[src/rtl/sar_pkg.sv]
package sar_pkg;

    // Default resolution of one conversion.
    localparam int unsigned SAR_WIDTH_DEF = 8;

    // Width of a counter that must hold values 0..width.
    function automatic int unsigned frame_ctr_w(input int unsigned width);
        return $clog2(width + 1);
    endfunction

endpackage

[src/rtl/sar_cmp_capture.sv]
module sar_cmp_capture (
    input  logic clk,
    input  logic rst,
    input  logic cmp_i,
    output logic cmp_o
);

    logic cmp_q;

    // Comparator answer is taken at the falling edge, mid-cycle, after the
    // DAC has had half a period to settle on the trial code.
    always_ff @(negedge clk) begin
        if (rst) begin
            cmp_q <= 1'b0;
        end else begin
            cmp_q <= cmp_i;
        end
    end

    assign cmp_o = cmp_q;

endmodule

[src/rtl/sar_frame_ctr.sv]
module sar_frame_ctr #(
    parameter int unsigned WIDTH = sar_pkg::SAR_WIDTH_DEF,
    localparam int unsigned SW   = sar_pkg::frame_ctr_w(WIDTH)
) (
    input  logic          clk,
    input  logic          rst,
    output logic [SW-1:0] step_o,
    output logic          last_bit_o,
    output logic          sync_slot_o
);

    localparam logic [SW-1:0] LAST_BIT  = SW'(WIDTH - 1);
    localparam logic [SW-1:0] SYNC_SLOT = SW'(WIDTH);

    typedef struct packed {
        logic [SW-1:0] step;
    } ctr_t;

    ctr_t ctr_d, ctr_q;

    always_comb begin
        ctr_d = ctr_q;
        if (ctr_q.step == SYNC_SLOT) begin
            ctr_d.step = '0;
        end else begin
            ctr_d.step = ctr_q.step + SW'(1);
        end
    end

    always_ff @(posedge clk) begin
        if (rst) begin
            ctr_q <= '0;
        end else begin
            ctr_q <= ctr_d;
        end
    end

    assign step_o      = ctr_q.step;
    assign last_bit_o  = (ctr_q.step == LAST_BIT);
    assign sync_slot_o = (ctr_q.step == SYNC_SLOT);

endmodule

[src/rtl/sar_trial_reg.sv]
module sar_trial_reg #(
    parameter int unsigned WIDTH = sar_pkg::SAR_WIDTH_DEF,
    localparam int unsigned SW   = sar_pkg::frame_ctr_w(WIDTH)
) (
    input  logic             clk,
    input  logic             rst,
    input  logic [SW-1:0]    step_i,
    input  logic             cmp_i,
    input  logic             last_bit_i,
    input  logic             sync_slot_i,
    output logic [WIDTH-1:0] trial_o,
    output logic [WIDTH-1:0] decided_o
);

    localparam logic [WIDTH-1:0] MSB_ONLY = {1'b1, {(WIDTH-1){1'b0}}};

    typedef struct packed {
        logic [WIDTH-1:0] trial;
    } trial_t;

    trial_t tr_d, tr_q;

    logic [WIDTH-1:0] kept;   // trial with the bit under test resolved
    logic [WIDTH-1:0] stepped; // kept plus the next lower trial bit set

    // Bit i is under test when step == WIDTH-1-i; it becomes the new trial
    // bit when the bit above it is under test.
    for (genvar i = 0; i < WIDTH; i++) begin : g_bit
        always_comb begin
            kept[i] = (step_i == SW'(WIDTH - 1 - i)) ? cmp_i : tr_q.trial[i];
        end
        if (i < WIDTH - 1) begin : g_lower
            always_comb begin
                stepped[i] = (step_i == SW'(WIDTH - 2 - i)) ? 1'b1 : kept[i];
            end
        end else begin : g_top
            always_comb begin
                stepped[i] = kept[i];
            end
        end
    end

    always_comb begin
        tr_d = tr_q;
        if (sync_slot_i) begin
            tr_d.trial = tr_q.trial;
        end else if (last_bit_i) begin
            tr_d.trial = MSB_ONLY;
        end else begin
            tr_d.trial = stepped;
        end
    end

    always_ff @(posedge clk) begin
        if (rst) begin
            tr_q.trial <= MSB_ONLY;
        end else begin
            tr_q <= tr_d;
        end
    end

    assign trial_o   = tr_q.trial;
    assign decided_o = kept;

endmodule

[src/rtl/sar_adc_ctrl.sv]
module sar_adc_ctrl #(
    parameter int unsigned WIDTH = sar_pkg::SAR_WIDTH_DEF
) (
    input  logic             clk,
    input  logic             rst,
    input  logic             cmp_i,
    output logic [WIDTH-1:0] trial_o,
    output logic [WIDTH-1:0] result_o,
    output logic             valid_o,
    output logic             sync_n_o
);

    localparam int unsigned SW = sar_pkg::frame_ctr_w(WIDTH);

    logic [SW-1:0]    step;
    logic             last_bit;
    logic             sync_slot;
    logic             cmp_s;
    logic [WIDTH-1:0] decided;

    sar_cmp_capture u_cap (
        .clk   (clk),
        .rst   (rst),
        .cmp_i (cmp_i),
        .cmp_o (cmp_s)
    );

    sar_frame_ctr #(.WIDTH(WIDTH)) u_ctr (
        .clk         (clk),
        .rst         (rst),
        .step_o      (step),
        .last_bit_o  (last_bit),
        .sync_slot_o (sync_slot)
    );

    sar_trial_reg #(.WIDTH(WIDTH)) u_trial (
        .clk         (clk),
        .rst         (rst),
        .step_i      (step),
        .cmp_i       (cmp_s),
        .last_bit_i  (last_bit),
        .sync_slot_i (sync_slot),
        .trial_o     (trial_o),
        .decided_o   (decided)
    );

    typedef struct packed {
        logic [WIDTH-1:0] result;
        logic             valid;
        logic             sync_n;
    } out_t;

    out_t out_d, out_q;

    always_comb begin
        out_d        = out_q;
        out_d.valid  = 1'b0;
        out_d.sync_n = 1'b1;
        if (last_bit) begin
            out_d.result = decided;
            out_d.valid  = 1'b1;
            out_d.sync_n = 1'b0;
        end
    end

    always_ff @(posedge clk) begin
        if (rst) begin
            out_q.result <= '0;
            out_q.valid  <= 1'b0;
            out_q.sync_n <= 1'b1;
        end else begin
            out_q <= out_d;
        end
    end

    assign result_o = out_q.result;
    assign valid_o  = out_q.valid;
    assign sync_n_o = out_q.sync_n;

endmodule

[config.mk]
export PLATFORM = sky130hd
export DESIGN_NAME = sar_adc_ctrl
export DESIGN_NICKNAME = d
export VERILOG_FILES = /design/src/rtl/sar_pkg.sv /design/src/rtl/sar_cmp_capture.sv /design/src/rtl/sar_frame_ctr.sv /design/src/rtl/sar_trial_reg.sv /design/src/rtl/sar_adc_ctrl.sv
export SDC_FILE = /design/constraint.sdc
export NUM_CORES = 1
export LEC_CHECK = 0
export BUFFER_PORTS_ARGS = -buffer_cell sky130_fd_sc_hd__buf_2
export CAP_MARGIN = 5
export CORE_MARGIN = 1
export CORE_UTILIZATION = 55
export DETAILED_ROUTE_END_ITERATION = 10
export GPL_TIMING_DRIVEN = 0
export PLACE_DENSITY = 0.75
export SYNTH_ARGS = -nofsm -noshare
export SYNTH_HDL_FRONTEND = slang
export SYNTH_HIERARCHICAL = 1
export SYNTH_SLANG_ARGS = --single-unit
[constraint.sdc]
create_clock -name clk -period 4.95 [get_ports clk]
set_input_delay 0.99 -clock clk [delete_from_list [all_inputs] [get_ports clk]]
set_output_delay 0.99 -clock clk [all_outputs]
set_load 0.005 [all_outputs]
# Yosys cells after proc, flatten, opt, wreduce, memory -nomap -nowiden
# Cells that the tools add are included.
[classes] add_sub_neg=1 multipliers=0 div_mod_pow=0 order_cmp=0 eq_ne=8 n_shift=0 muxes=17 bitwise=0 reduce_logical=2
[op_table] op="4-bit by 3-bit == test with 1-bit output (second input constant)" n=4
[op_table] op="1-bit two-way mux" n=15
[op_table] op="4-bit by 2-bit == test with 1-bit output (second input constant)" n=2
[op_table] op="8-bit two-way mux" n=1
[op_table] op="4-bit by 1-bit adder with 4-bit output (second input constant)" n=1
[op_table] op="4-bit by 1-bit == test with 1-bit output (second input constant)" n=1
[op_table] op="4-bit == test (second input constant)" n=1
[op_table] op="4-bit zero test" n=1
[op_table] op="2-bit two-way mux" n=1
[op_table] op="2-bit OR reduction" n=1
[totals] reg_bits=23 latchBits=0 mem_bits_rw=0 romBits=0 in_bits=3 wordCells=34 n_memories=0

# Logic depth before layout (Yosys ltp)
[logic_depth] word_depth=4 depth_mapped=7

# Modules after synthesis
# The synthesis kept the hierarchy.
[modules_own_cells] mod="sar_trial_reg" instances=1 cells_per_inst=71 area_per_inst_um2=579.3 seq_area_each_um2=160.2
[modules_own_cells] mod="sar_adc_ctrl" instances=1 cells_per_inst=30 area_per_inst_um2=336.6 seq_area_each_um2=200.2
[modules_own_cells] mod="sar_frame_ctr" instances=1 cells_per_inst=20 area_per_inst_um2=193.9 seq_area_each_um2=80.1
[modules_own_cells] mod="sar_cmp_capture" instances=1 cells_per_inst=3 area_per_inst_um2=37.5 seq_area_each_um2=20.0

==> reports/results.txt <==
TNS Setup: 0 ns
worst reg2reg path startpoint: u_cap/cmp_o
worst vdd ir: 229.6 uV
clock tree buffer depth: 2
Critical Path AT: 4.29 ns
# IOs: 21
layout cells sized above 1: 25.00%
post-synthesis register bit count: 23
Hold/Removal Path Class: flop to flop
Synth top cells by count: dfxtp_1, nor2_1, o21ai_0
Post-synth EDFFs: 0
Post-synth ARST share: 0%
synth warn: 6
placed cell count: 171
# resized after CTS: 0
post-synthesis cell area: 1147 um^2
die area: 2273 um^2
Post-DP HPWL: 1773 um
Synth Area per Inst: 9.253 um^2
largest area contributor in the netlist: dfxtp_1
worst-margin pin slew: 0.7025 ns
CTS buffer count: 3
clock power share: 24.7%
Internal: 252.5 uW
final setup fails: 0
Worst setup SP type: flop
Initial Utilization: 58.48%
Root Buffer: clkbuf_4
Core ar.: 1962 um^2
DRC errors left: 0
WS Path Type: flop to flop
crit path launch: u_cap/cmp_o
first-pass GRT wire length: 3470 um
FF-to-FF setup slack: 0.91 ns
clock sink count: 23
metal2 WL: 1136 um
Synth area leaders: dfxtp_1, mux2i_1, o21ai_0
most common cell in the netlist: dfxtp_1
slew margin rel.: 52.99%
WL met1: 1162 um
pins over their slew limit: 0
routed via count: 966
H-tree depth: 1
die height: 47.68 um
Seq pwr share: 58.7%
Fin. Hold Viols: 0
Port Buf Inserts: 20
post-synthesis cell type count: 39
Die Wd: 47.68 um
pin count of the biggest net entering global routing: 14
unrepaired setup endpoints after global routing: false
clock tree from TritonCTS: done
filler instances: 179
clock latency on the worst-skew pair: 0.36 ns
Sw Pwr: 95.09 uW
Seq/Total Area, Yosys: 40.13%
DR WL/cell: 13.70 um
Top FF cell, synth: dfxtp_1
nets@finish: 154
cts hold-fix bufs: 0
worst hold start: result_o[5]
CP Data Required Time: 5.20 ns
Max FO, Critical Path: 8
post-route insts no fill: 175
number of global-route vias before repair: 758
CP Capture Type: flop
skew final: 0.05666 ns
Pre-antenna DRT Iters: 5
GRT Residual Overflow: 0
first-iteration detailed-routing DRC count: 22
Post-DRT Antenna Nets: 0
Via density: 5.520
area grow syn2layout: 13.96%
initial antenna violation count: 0
static leakage: 0.0005480 uW
Synth top area share: 40.13%
status: finished, final reports clean
syn nets: 129
Row Count: 16
Tot GR Track Use: 22.07%
WL final: 2397 um
Pwr Density: 265.9 nW/um^2
top sig layer: met3
clock slew at reported path FFs: 0.12 ns
sw frac: 27.35%
Max-Cap Viols: 0
met3 WL: 97 um
postcts setup bufs: 0
Logic pwr share: 16.7%
# diodes: 0
final weighted congestion in routability-driven placement: 0.8547
post-synthesis instance total: 124
routing by layer:
layer | GRT usage [%] | up-vias
met5 | 0 | -
met4 | 5.000 | 0
met3 | 5.660 | 0
met2 | 35.62 | 27
met1 | 29.75 | 439
li1 | - | 500
power groups by stage:
stage | logic [uW] | registers (uW) | clock network [uW]
after global routing | 63.3 | 206 | 97.7
final | 57.9 | 204 | 85.7
after CTS | 57.1 | 204 | 88.4
after detailed placement | 56.8 | 208 | 2.53
after floorplan | 41.0 | 206 | 2.53
after global placement | 55.0 | 207 | 2.53
flip-flops by register name (all words and copies together), names as in the netlist:
signal           cells
u_cap/cmp_o          1
u_ctr/step_o         4
result_o             8
u_trial/trial_o      8
sync_n_o             1
valid_o              1
cell usage in the layout, fill, tap and decap left out, types with 2 or more instances in the layout:
cell	instances
nor3_1	3
nor2_1	11
clkbuf_4	3
nor3b_1	3
o21ai_0	10
nand2_1	8
clkbuf_1	2
nand4bb_1	2
ha_1	2
a22o_1	5
buf_2	23
mux2_2	4
dfxtp_1	23
mux2i_1	8
inv_1	8
a21oi_1	3
nand2b_1	5
a211oi_1	3
through the flow:
| step | instance area [um^2] | total power (uW) | utilization (%) | setup WS, ns | hold WS, ns |
|---|---|---|---|---|---|
| 2_1_floorplan | 1147 | 249.5 | - | 1.277 | 0.4817 |
| 3_3_place_gp | 1281 | 264.7 | 65.31 | 1.066 | 0.4717 |
| 3_5_place_dp | 1281 | 267.5 | 65.31 | 0.9822 | 0.4802 |
| 4_1_cts | 1308 | 349.5 | 66.65 | 0.9296 | 0.5137 |
| 5_1_grt | 1308 | 366.7 | 66.65 | 0.8022 | 0.5316 |
| 6_report | 1308 | 347.6 | 66.65 | 0.9148 | 0.5068 |
worst paths after layout:
kind | to | cells past startpoint
worst max-delay path | u_trial/trial_o[0] | 3
worst min-delay path | result_o[5] | 2
worst max register to register | u_trial/trial_o[0] | 3
worst min register to register | result_o[5] | 2
worst max-delay path, cell delays in order, from the launching register on:
cell and delay (ns):
dfxtp_1 0.45, inv_1 0.16, a2111oi_2 0.60, a22o_1 0.24
layout make-up:
cell class	instances	area, um^2	share of cell area [%]
Multi-Input combinational cell	88	626.9	47.94
Sequential cell	23	460.4	35.22
Timing Repair Buffer	20	100.1	7.656
Buffer	6	33.78	2.584
Tap cell	27	33.78	2.584
Clock buffer	3	22.52	1.722
Inverter	6	22.52	1.722
Clock inverter	2	7.507	0.5742
logic make-up (layout without fill, tap and decap cells):
kind of cell / count (synthesis) / in the layout / share of synthesized area, %
DFF: 23 / 23 / 40.13
and+or+nand+nor: 45 / 45 / 24.21
adders and majority gates: 2 / 2 / 2.181
buffers and inverters: 13 / 37 / 5.235
muxes: 12 / 12 / 10.91
AOI/OAI and AO/OA: 29 / 29 / 17.34
(Power assumes the default switching activity.)
